[src/rtl/async_wr_master.sv]
module async_wr_master #(
  parameter int AW = 32,
  parameter int DW = 16,
  parameter int SYNC_STAGES = 2
) (
  input  logic          clk,
  input  logic          rst_n,
  input  logic          req_valid,
  output logic          req_ready,
  input  logic [AW-1:0] req_addr,
  input  logic [3:0]    req_fc,
  input  logic [1:0]    req_size,
  input  logic [DW-1:0] req_data,
  output logic          done,
  output logic [AW-1:0] bus_addr,
  output logic [3:0]    bus_fc,
  output logic          bus_rw_n,
  output logic [1:0]    bus_size,
  output logic          bus_as_n,
  output logic          bus_ds_n,
  output logic [DW-1:0] bus_data,
  output logic          bus_data_en,
  input  logic [1:0]    bus_ack_n
);

  typedef enum logic [2:0] {
    ST_IDLE,
    ST_S01,
    ST_S23,
    ST_WAIT,
    ST_S45
  } state_t;

  state_t st;
  logic [SYNC_STAGES-1:0][1:0] ack_sync;
  logic ack_seen;
  logic as_q, ds_q;

  assign ack_seen = ~&ack_sync[SYNC_STAGES-1];

  always_ff @(negedge clk or negedge rst_n) begin
    if (!rst_n) begin
      ack_sync <= '1;
    end else begin
      ack_sync[0] <= bus_ack_n;
      for (int i = 1; i < SYNC_STAGES; i++) ack_sync[i] <= ack_sync[i-1];
    end
  end

  always_ff @(posedge clk or negedge rst_n) begin
    if (!rst_n) begin
      st       <= ST_IDLE;
      done     <= 1'b0;
      bus_addr <= '0;
      bus_fc   <= '0;
      bus_size <= '0;
      bus_data <= '0;
    end else begin
      done <= 1'b0;
      unique case (st)
        ST_IDLE: if (req_valid) begin
          st       <= ST_S01;
          bus_addr <= req_addr;
          bus_fc   <= req_fc;
          bus_size <= req_size;
          bus_data <= req_data;
        end
        ST_S01: st <= ST_S23;
        ST_S23, ST_WAIT: st <= ack_seen ? ST_S45 : ST_WAIT;
        ST_S45: begin
          st   <= ST_IDLE;
          done <= 1'b1;
        end
        default: st <= ST_IDLE;
      endcase
    end
  end

  always_ff @(negedge clk or negedge rst_n) begin
    if (!rst_n) begin
      as_q <= 1'b1;
      ds_q <= 1'b1;
    end else begin
      as_q <= !(st == ST_S01 || st == ST_S23 || st == ST_WAIT);
      ds_q <= !(st == ST_S23 || st == ST_WAIT);
    end
  end

  assign bus_as_n    = as_q;
  assign bus_ds_n    = ds_q;
  assign req_ready   = (st == ST_IDLE);
  assign bus_rw_n    = (st == ST_IDLE);
  assign bus_data_en = (st == ST_S23 || st == ST_WAIT || st == ST_S45);

  p_ds_within_as_r5: assert property (@(posedge clk) disable iff (!rst_n)
    !bus_ds_n |-> !bus_as_n);
  p_data_under_ds_r4: assert property (@(posedge clk) disable iff (!rst_n)
    !bus_ds_n |-> bus_data_en);
  p_done_single_r7: assert property (@(posedge clk) disable iff (!rst_n)
    done |=> !done);
  p_idle_reads_r7: assert property (@(posedge clk) disable iff (!rst_n)
    req_ready |-> (bus_rw_n && !bus_data_en));
  p_hold_busy_r8: assert property (@(posedge clk) disable iff (!rst_n)
    (!req_ready && !$past(req_ready)) |-> ($stable(bus_addr) && $stable(bus_data)));
  p_as_writes_r3: assert property (@(negedge clk) disable iff (!rst_n)
    !bus_as_n |-> !bus_rw_n);

endmodule

[config.mk]
export PLATFORM = sky130hd
export DESIGN_NAME = async_wr_master
export DESIGN_NICKNAME = d
export VERILOG_FILES = /design/src/rtl/async_wr_master.sv
export SDC_FILE = /design/constraint.sdc
export NUM_CORES = 1
export LEC_CHECK = 0
export ABC_AREA = 1
export ABC_CLOCK_PERIOD_IN_PS = 980
export BUFFER_PORTS_ARGS = -buffer_cell sky130_fd_sc_hd__buf_4
export CORE_ASPECT_RATIO = 0.6
export CORE_MARGIN = 2
export CORE_UTILIZATION = 30
export CTS_CLUSTER_DIAMETER = 150
export DETAILED_ROUTE_END_ITERATION = 10
export SYNTH_ARGS = -nofsm -noshare
export SYNTH_HDL_FRONTEND = slang
export SYNTH_SLANG_ARGS = --single-unit
[constraint.sdc]
create_clock -name clk -period 0.98 [get_ports clk]
set_input_delay 0.098 -clock clk [delete_from_list [all_inputs] [get_ports clk]]
set_output_delay 0.098 -clock clk [all_outputs]
set_load 0.05 [all_outputs]
==> results.sh, run 1 <==
export IMPL_status="finished with violations"
export IMPL_violations="negative setup slack"
export IMPL_fin_area_um2=5420
export IMPL_synthTopCellsByArea="sky130_fd_sc_hd__dfrtp_1, sky130_fd_sc_hd__nand2_1, sky130_fd_sc_hd__nand4_1"
export IMPL_quantity_of_i_o_buffers_inserted_on_ports=118
export IMPL_die_area_um2=9930
export IMPL_area_of_the_core_region_um2=8690
export IMPL_finalClockSkew_ps=56.2
export IMPL_floorplan_rows=26
export IMPL_grt_pass1_wl_mm=13.5
export IMPL_setup_worst_path_end_class="primary output"
export IMPL_yosysMostFrequentCell="sky130_fd_sc_hd__nand2_1"
export IMPL_floorplan_initialDensity=0.315
export IMPL_asyncSetResetFlopFracSynth=1.00
export IMPL_crit_type="reg -> out"
export IMPL_post_synthesis_cell_type_with_the_largest_combined_area="sky130_fd_sc_hd__dfrtp_1"
export IMPL_post_dp_hpwl_mm=5.01
export IMPL_maxCapViolations=0
export IMPL_timing_critical_path_to="bus_ds_n"
export IMPL_clock_sinks=64
export IMPL_path_cells="buf_8"
export IMPL_htreeDepth=3
export IMPL_arrival_ps=1540
export IMPL_route_detailed_vias_per_inst=4.77
export IMPL_final_nets=531
export IMPL_synth_yosys_warnings=0
export IMPL_rr_worst_depth=7
export IMPL_synth_cells=267
export IMPL_remaining_drc_errors=0
export IMPL_reg2reg_from="st[1]"
export IMPL_insertion_delay_ps=390
export IMPL_sequential_area_share_after_synthesis=0.588
export IMPL_synth_register_bits=64
export IMPL_number_of_global_route_vias_before_repair=2537
export IMPL_crit_family="flip-flops"
export IMPL_floorplan_die_width_um=127
export IMPL_synth_cell_type_count=13
export IMPL_final_hold_slack_ps=15.8
export IMPL_io_pin_count=119
export IMPL_post_drt_wl_per_cell_um=16.4
export IMPL_source_of_the_critical_timing_path="bus_ds_n"
export IMPL_cts_reportedPaths_clkPinSlew_ps=50
export IMPL_antenna_found_initial=0
export IMPL_regToRegEndpoint="bus_data[12]"
export IMPL_synth_commonest_cells="sky130_fd_sc_hd__nand2_1, sky130_fd_sc_hd__dfrtp_1, sky130_fd_sc_hd__nand4_1"
export IMPL_synthToLayoutAreaGrowth_pct=98.2
export IMPL_finalSetupViolCount=95
export IMPL_worstSetupStartpointType="register"
export IMPL_grt_max_degree=35
export IMPL_setup_repair_after_global_routing_missed_its_margin="true"
export IMPL_timing_max_transition_violations_final=0
export IMPL_total_power_per_unit_cell_area_nw_per_um2=4370
export IMPL_overflow=0
export IMPL_vdd_drop_max_uv=1990
export IMPL_crit_buf_inv=1
export IMPL_cp_slowest_stage_delay_ps=530
export IMPL_gp_congestion=0.811
export IMPL_netlist_area_leader_share=0.530
export IMPL_crit_cells=1
export IMPL_final_hold_violation_count=0
export IMPL_power_static_leakage_nw=2.81
export IMPL_min_delay_path_class="in -> reg"
export IMPL_drtPass1Iterations=6
export IMPL_synth_area_per_cell_um2=10.2
export IMPL_finalWirelength_mm=9.68
export IMPL_vias=2807
export IMPL_cts_tree="done"
export IMPL_synth_edff_count=0
export IMPL_crit_required_ps=880
export IMPL_maximum_count_of_clock_buffers_along_a_single_path=2
export IMPL_cts_buffers=9
export IMPL_critPathMaxFanout=1
export IMPL_postSynth_topFlopCell="sky130_fd_sc_hd__dfrtp_1"
export IMPL_worst_slew_margin_rel=0.702
export IMPL_final_core_util=0.624
export IMPL_timing_critical_path_slowest_stage_cell="sky130_fd_sc_hd__dfstp_2"
export IMPL_antenna_cells_inserted=0
export IMPL_fp_dieH_um=78.0
export IMPL_synthesis_area_um2=2740
export IMPL_final_antenna_net_count=0
export IMPL_globalRouteTotalUtil=0.180
export IMPL_cts_root_buffer="sky130_fd_sc_hd__clkbuf_16"
export IMPL_worst_slew_pin_slew_ps=447
export IMPL_postSynthNetCount=326
export IMPL_timing_setup_tns_ps=-29620
export IMPL_worst_r2r_setup_slack_ps=-530
export IMPL_post_detailed_placement_cell_area_um2=3620
export IMPL_drive_gt1_frac=0.667
export IMPL_first_iter_violations=75
export IMPL_final_critical_path_setup_slack_ps=-662
[registers in the layout, summed over array words and instances (netlist names)]
name      cells
bus_ds_n      1
bus_data     16
bus_fc        4
done          1
bus_size      2
ack_sync      4
bus_addr     32
bus_as_n      1
st            3
[layout make-up]
class | instances | area, um^2
Multi-Input combinational cell | 174 | 1170
Inverter | 4 | 25.0
Tap cell | 112 | 140
Sequential cell | 64 | 1610
Fill cell | 692 | 3260
Timing Repair Buffer | 213 | 2160
Clock inverter | 10 | 66.3
Clock buffer | 12 | 246
[metrics by stage]
step                      setup WS, ps  power (mW)  instances
final                             -662        23.7        589
after global routing              -699        24.8        589
after CTS                         -667        21.0        548
after detailed placement          -333        14.1        488
after global placement            -307        14.0        488
after floorplan                   -379        11.8        267
[cell families (layout without fill, tap and decap cells)]
logic type             count (synthesis)  after routing  synth area share
AND/OR/NAND/NOR                      172            172             0.293
buffers and inverters                 29            239             0.115
flip-flops                            64             64             0.588
AO/OA/AOI/OAI                          2              2           0.00366
[where the power goes]
part | leakage [nW] | switching (mW) | total, mW | internal (mW)
combinational | 1.84 | 8.59 | 15.6 | 7.05
clock | 0.176 | 1.17 | 3.22 | 2.05
sequential | 0.786 | 0.958 | 4.83 | 3.87
total | 2.81 | 10.7 | 23.7 | 13.0
[worst min-delay path, delay by kind of cell]
| family | cells | cell delay [ps] |
|---|---|---|
| AND/OR/NAND/NOR | 2 | 140 |
| buffers and inverters | 1 | 80 |
[timing repair]
action	CTS	global route
pin swaps	16	18
cloned	7	5
hold endpoints to repair	58	0
resized for setup	105	101
hold buffers	1	0
setup endpoints to repair	118	120
setup buffers	32	42
[worst min-delay path by stage]
| stage | cells past startpoint | slack, ps | to | from |
|---|---|---|---|---|
| finish | 3 | 20 | bus_addr[23] | req_addr[23] |
| global route | 3 | 10 | bus_addr[23] | req_addr[23] |
| CTS | 3 | 7 | bus_data[13] | req_data[13] |
| detailed placement | 1 | -40 | st[2] | rst_n |
| global placement | 1 | -50 | st[2] | rst_n |
| floorplan | 0 | -200 | bus_addr[0] | rst_n |
[cells in the final DEF (no fill, tap or decap), types with 5 or more instances in the layout]
cell,instances
sky130_fd_sc_hd__nand2_1,33
sky130_fd_sc_hd__buf_16,5
sky130_fd_sc_hd__dfrtp_1,58
sky130_fd_sc_hd__buf_8,6
sky130_fd_sc_hd__nand2_4,28
sky130_fd_sc_hd__buf_6,66
sky130_fd_sc_hd__dfstp_2,6
sky130_fd_sc_hd__buf_12,8
sky130_fd_sc_hd__buf_4,123
sky130_fd_sc_hd__nand4_1,54
sky130_fd_sc_hd__inv_1,7
sky130_fd_sc_hd__clkbuf_16,13
sky130_fd_sc_hd__nand2_2,50
[routing by layer]
layer  wire length [um]  up-vias  track usage
met1               4380     1365        0.242
li1                   -     1318            -
met5                  0        -            0
met3                822        7       0.0828
met4                 77        0       0.0473
met2               4400      117        0.262
(Power assumes the default switching activity.)
==> inputs of run 2 (changes only) <==
CORE_MARGIN = 3   (was 2)
==> results.sh, run 2 (synthesis results as in run 1) <==
export IMPL_globalRouteTotalUtil=0.157
export IMPL_vdd_drop_max_uv=2090
export IMPL_timing_critical_path_slowest_stage_cell="sky130_fd_sc_hd__dfstp_2"
export IMPL_final_core_util=0.601
export IMPL_fillerInstances=718
export IMPL_violations="negative setup slack"
export IMPL_area_of_the_core_region_um2=8690
export IMPL_quantity_of_i_o_buffers_inserted_on_ports=118
export IMPL_gp_congestion=0.807
export IMPL_floorplan_rows=26
export IMPL_worstSetupStartpointType="register"
export IMPL_io_pin_count=119
export IMPL_cts_reportedPaths_clkPinSlew_ps=50
export IMPL_finalSetupViolCount=90
export IMPL_final_nets=507
export IMPL_cts_root_buffer="sky130_fd_sc_hd__clkbuf_16"
export IMPL_route_detailed_vias_per_inst=4.84
export IMPL_dp_cells=489
export IMPL_drtPass1Iterations=5
export IMPL_cp_slowest_stage_delay_ps=540
export IMPL_clock_sinks=64
export IMPL_cts_buffers=9
export IMPL_largest_register_ff_count=32
export IMPL_antenna_cells_inserted=0
export IMPL_layout_cells_most_common_list="sky130_fd_sc_hd__buf_4, sky130_fd_sc_hd__buf_6, sky130_fd_sc_hd__dfrtp_1, sky130_fd_sc_hd__nand4_1, sky130_fd_sc_hd__nand2_2"
export IMPL_final_hold_violation_count=0
export IMPL_finalWirelength_mm=9.58
export IMPL_number_of_global_route_vias_before_repair=2515
export IMPL_finalClockSkew_ps=69.9
export IMPL_grt_max_degree=43
export IMPL_final_hold_slack_ps=27.0
export IMPL_crit_required_ps=880
export IMPL_synthToLayoutAreaGrowth_pct=90.6
export IMPL_die_area_um2=10300
export IMPL_setup_repair_after_global_routing_missed_its_margin="true"
export IMPL_post_dp_hpwl_mm=5.16
export IMPL_post_drt_wl_per_cell_um=16.9
export IMPL_grt_pass1_wl_mm=12.6
export IMPL_power_static_leakage_nw=2.69
export IMPL_total_power_per_unit_cell_area_nw_per_um2=4350
export IMPL_remaining_drc_errors=0
export IMPL_fin_area_um2=5220
export IMPL_place_worst_setup_slack_ps=-347
export IMPL_first_iter_violations=148
export IMPL_insertion_delay_ps=390
export IMPL_totalPowerFinal_mw=22.7
export IMPL_reg_largest_list="bus_addr x32, bus_data x16"
export IMPL_worst_slew_pin_slew_ps=404
export IMPL_crit_family="flip-flops"
export IMPL_stdcell_count=565
export IMPL_status="finished with violations"
export IMPL_area_of_combinational_cells_with_multiple_inputs_um2=1210
export IMPL_regMostFlops="bus_addr"
export IMPL_regArea_um2=1610
export IMPL_critPathMaxFanout=1
export IMPL_setup_worst_path_end_class="primary output"
export IMPL_worst_slew_margin_rel=0.730
export IMPL_vias=2735
export IMPL_maximum_count_of_clock_buffers_along_a_single_path=2
export IMPL_arrival_ps=1560
export IMPL_final_antenna_net_count=0
export IMPL_drive_gt1_frac=0.664
export IMPL_htreeDepth=3
export IMPL_timing_setup_tns_ps=-23890
export IMPL_floorplan_die_width_um=129
export IMPL_post_detailed_placement_cell_area_um2=3630
export IMPL_timing_max_transition_violations_final=0
export IMPL_min_delay_path_class="in -> reg"
export IMPL_crit_buf_inv=1
export IMPL_path_cells="buf_8"
export IMPL_maxCapViolations=0
export IMPL_layout_cells_most_common="sky130_fd_sc_hd__buf_4"
export IMPL_overflow=0
export IMPL_fp_dieH_um=80.0
export IMPL_final_critical_path_setup_slack_ps=-677
export IMPL_crit_type="reg -> out"
export IMPL_antenna_found_initial=0
export IMPL_floorplan_initialDensity=0.315
export IMPL_cts_tree="done"
-- run 2: worst paths after layout --
kind / startpoint / to / slack [ps] / depth (start not counted)
max: bus_as_n / bus_as_n / -680 / 1
min: req_fc[3] / bus_fc[3] / 30 / 3
max reg2reg: st[1] / bus_addr[10] / -390 / 7
min reg2reg: ack_sync[0] / ack_sync[2] / 350 / 0
max in group asynchronous: rst_n / ack_sync[0] / 140 / 2
min in group asynchronous: rst_n / done / 180 / 2
-- run 2: repair_timing --
item                                    in CTS  in global routing
resized for setup                           77                125
endpoints found under the hold margin       16                  0
cloned                                       0                  9
hold buffers                                 1                  0
pin swaps                                    5                 21
setup buffers                               10                 36
endpoints found under the setup margin     119                161
-- run 2: cell type report --
cell class	instances	share of cell area
tap	112	0.0269
clock buffer	13	0.0602
clock inverter	9	0.00696
inverter	4	0.00432
timing repair buffer	189	0.362
multi-input combinational	174	0.231
sequential	64	0.308
-- run 2: worst register-to-register path: cells and delay by family, from the launching register on --
family / cells / cell delay (ps)
simple gates: 4 / 370
buf+inv: 3 / 480
flops: 1 / 420
-- run 2: power breakdown --
group	switching [mW]	total [mW]	internal [mW]
sequential	1.05	4.91	3.87
clock	1.22	3.48	2.26
combinational	8.25	14.3	6.02
total	10.5	22.7	12.2
-- run 2: per-layer routing --
layer	track usage	up-vias	share of wire
met4	0.0482	0	0.016
met5	0	-	0
met2	0.229	128	0.45
li1	-	1262	-
met3	0.0782	20	0.10
met1	0.203	1325	0.43
==> inputs of run 3 (changes only) <==
TNS_END_PERCENT = 10   (was unset)
==> results.sh, run 3 (synthesis results as in run 1) <==
export IMPL_gp_congestion=0.787
export IMPL_fp_dieH_um=80.0
export IMPL_cts_root_buffer="sky130_fd_sc_hd__clkbuf_16"
export IMPL_final_antenna_net_count=0
export IMPL_area_of_combinational_cells_with_multiple_inputs_um2=878
export IMPL_io_pin_count=119
export IMPL_floorplan_initialDensity=0.315
export IMPL_final_nets=470
export IMPL_reg2reg_from="st[1]"
export IMPL_share_seq_of_total_power=0.241
export IMPL_timing_setup_tns_ps=-27570
export IMPL_finalClockSkew_ps=54.5
export IMPL_cts_tree="done"
export IMPL_remaining_drc_errors=0
export IMPL_grt_pass1_wl_mm=12.8
export IMPL_cts_reportedPaths_clkPinSlew_ps=50
export IMPL_cp_slowest_stage_delay_ps=520
export IMPL_largest_register_ff_count=32
export IMPL_comb_power_share=0.598
export IMPL_path_cells="buf_8"
export IMPL_insertion_delay_ps=380
export IMPL_vdd_drop_max_uv=2370
export IMPL_globalRouteTotalUtil=0.162
export IMPL_worst_slew_pin_slew_ps=363
export IMPL_overflow=0
export IMPL_cts_buffers=9
export IMPL_rr_worst_depth=8
export IMPL_timing_hold_worst_path_depth=3
export IMPL_p_int_mw=10.7
export IMPL_regMostFlops="bus_addr"
export IMPL_setup_repair_after_global_routing_missed_its_margin="true"
export IMPL_grt_met3_usage=0.0682
export IMPL_timing_max_transition_violations_final=0
export IMPL_arrival_ps=1530
export IMPL_number_of_global_route_vias_before_repair=2458
export IMPL_fillerInstances=779
export IMPL_crit_required_ps=880
export IMPL_grt_max_degree=39
export IMPL_finalWirelength_mm=8.17
export IMPL_violations="negative setup slack"
export IMPL_final_hold_violation_count=0
export IMPL_antenna_found_initial=0
export IMPL_layout_cells_most_common="sky130_fd_sc_hd__nand2_1"
export IMPL_die_area_um2=10300
export IMPL_fin_area_um2=4590
export IMPL_antenna_cells_inserted=0
export IMPL_worst_slew_margin_rel=0.758
export IMPL_crit_family="flip-flops"
export IMPL_final_hold_slack_ps=24.8
export IMPL_post_detailed_placement_cell_area_um2=3670
export IMPL_maxCapViolations=0
export IMPL_swShare=0.465
export IMPL_drtPass1Iterations=4
export IMPL_total_power_per_unit_cell_area_nw_per_um2=4360
export IMPL_maximum_count_of_clock_buffers_along_a_single_path=2
export IMPL_gr_max_usage_layer="met2"
export IMPL_floorplan_rows=26
export IMPL_post_dp_hpwl_mm=5.35
export IMPL_area_of_the_core_region_um2=8690
export IMPL_power_frac_clock=0.160
export IMPL_worst_hold_path_endpoint="bus_addr[17]"
export IMPL_min_delay_path_class="in -> reg"
export IMPL_critPathMaxFanout=1
export IMPL_grt_util_met1=0.223
export IMPL_finalSetupViolCount=81
export IMPL_regToRegEndpoint="bus_addr[17]"
export IMPL_clock_sinks=64
export IMPL_final_critical_path_setup_slack_ps=-649
export IMPL_stdcell_count=528
export IMPL_quantity_of_i_o_buffers_inserted_on_ports=118
export IMPL_worst_hold_startpoint="req_addr[17]"
export IMPL_dp_cells=493
export IMPL_vias=2459
export IMPL_route_detailed_vias_per_inst=4.66
export IMPL_floorplan_die_width_um=129
export IMPL_post_drt_wl_per_cell_um=15.5
export IMPL_layout_cells_most_common_list="sky130_fd_sc_hd__nand2_1, sky130_fd_sc_hd__buf_4, sky130_fd_sc_hd__buf_6, sky130_fd_sc_hd__dfrtp_1, sky130_fd_sc_hd__nand4_1"
export IMPL_drive_gt1_frac=0.464
export IMPL_synthToLayoutAreaGrowth_pct=67.8
export IMPL_place_worst_setup_slack_ps=-338
export IMPL_htreeDepth=3
export IMPL_worst_r2r_setup_slack_ps=-460
export IMPL_timing_critical_path_slowest_stage_cell="sky130_fd_sc_hd__dfstp_2"
export IMPL_worstSetupStartpointType="register"
export IMPL_setup_worst_path_end_class="primary output"
export IMPL_met2_usage=0.235
export IMPL_reg_largest_list="bus_addr x32, bus_data x16"
export IMPL_first_iter_violations=88
export IMPL_crit_buf_inv=1
export IMPL_power_static_leakage_nw=2.39
export IMPL_regArea_um2=1610
export IMPL_power_switching_mw=9.32
export IMPL_status="finished with violations"
export IMPL_crit_type="reg -> out"
-- run 3: routing by layer --
layer | share of wire | vias to the layer above
met5 | 0 | -
met4 | 0.012 | 0
met3 | 0.089 | 9
met2 | 0.42 | 95
met1 | 0.48 | 1161
li1 | - | 1194
-- run 3: power by group through the flow --
stage	Clock [mW]	Combinational (mW)	Sequential (mW)
6_report	3.21	12.0	4.84
5_1_grt	3.48	12.7	4.96
4_1_cts	3.32	11.3	4.79
3_5_place_dp	0.0443	9.70	4.57
3_3_place_gp	0.0443	9.60	4.55
2_1_floorplan	0.0443	3.44	8.36
-- run 3: worst max-delay path by stage --
stage,end,cells after the start,start,slack [ps]
final,bus_ds_n,1,bus_ds_n,-650
after global routing,bus_as_n,1,bus_as_n,-680
after CTS,bus_ds_n,1,bus_ds_n,-670
after detailed placement,st[1],4,ack_sync[2],-340
after global placement,st[1],4,ack_sync[3],-320
after floorplan,bus_ds_n,3,st[2],-380
-- run 3: repair_timing --
item / in CTS / in global routing
cloned: 4 / 3
setup endpoints to repair: 118 / 157
pin swaps: 4 / 5
hold endpoints to repair: 58 / 0
hold buffers: 1 / 0
gates resized for setup: 76 / 26
setup buffers: 2 / 5
-- run 3: through the flow --
stage	power, mW	util
6_report	20.0	0.529
5_1_grt	21.1	0.529
4_1_cts	19.4	0.507
3_5_place_dp	14.3	0.423
3_3_place_gp	14.2	0.423
2_1_floorplan	11.8	-
-- run 3: cell type report --
class,count,share of cell area
well taps,112,0.0305
repair buffers,152,0.353
clock inverters,12,0.0172
multi-input cells,174,0.191
inverters,4,0.00545
flip-flops and latches,64,0.350
clock buffers,10,0.0520
-- run 3: worst register-to-register path, stage by stage (launching register included) --
cell and delay (ps):
sky130_fd_sc_hd__dfrtp_1 410, sky130_fd_sc_hd__nor2_4 170, sky130_fd_sc_hd__buf_6 130, sky130_fd_sc_hd__buf_12 100, sky130_fd_sc_hd__nand3_4 100, sky130_fd_sc_hd__buf_12 160, sky130_fd_sc_hd__buf_16 150, sky130_fd_sc_hd__nand2_1 70
sky130_fd_sc_hd__nand2_1 40
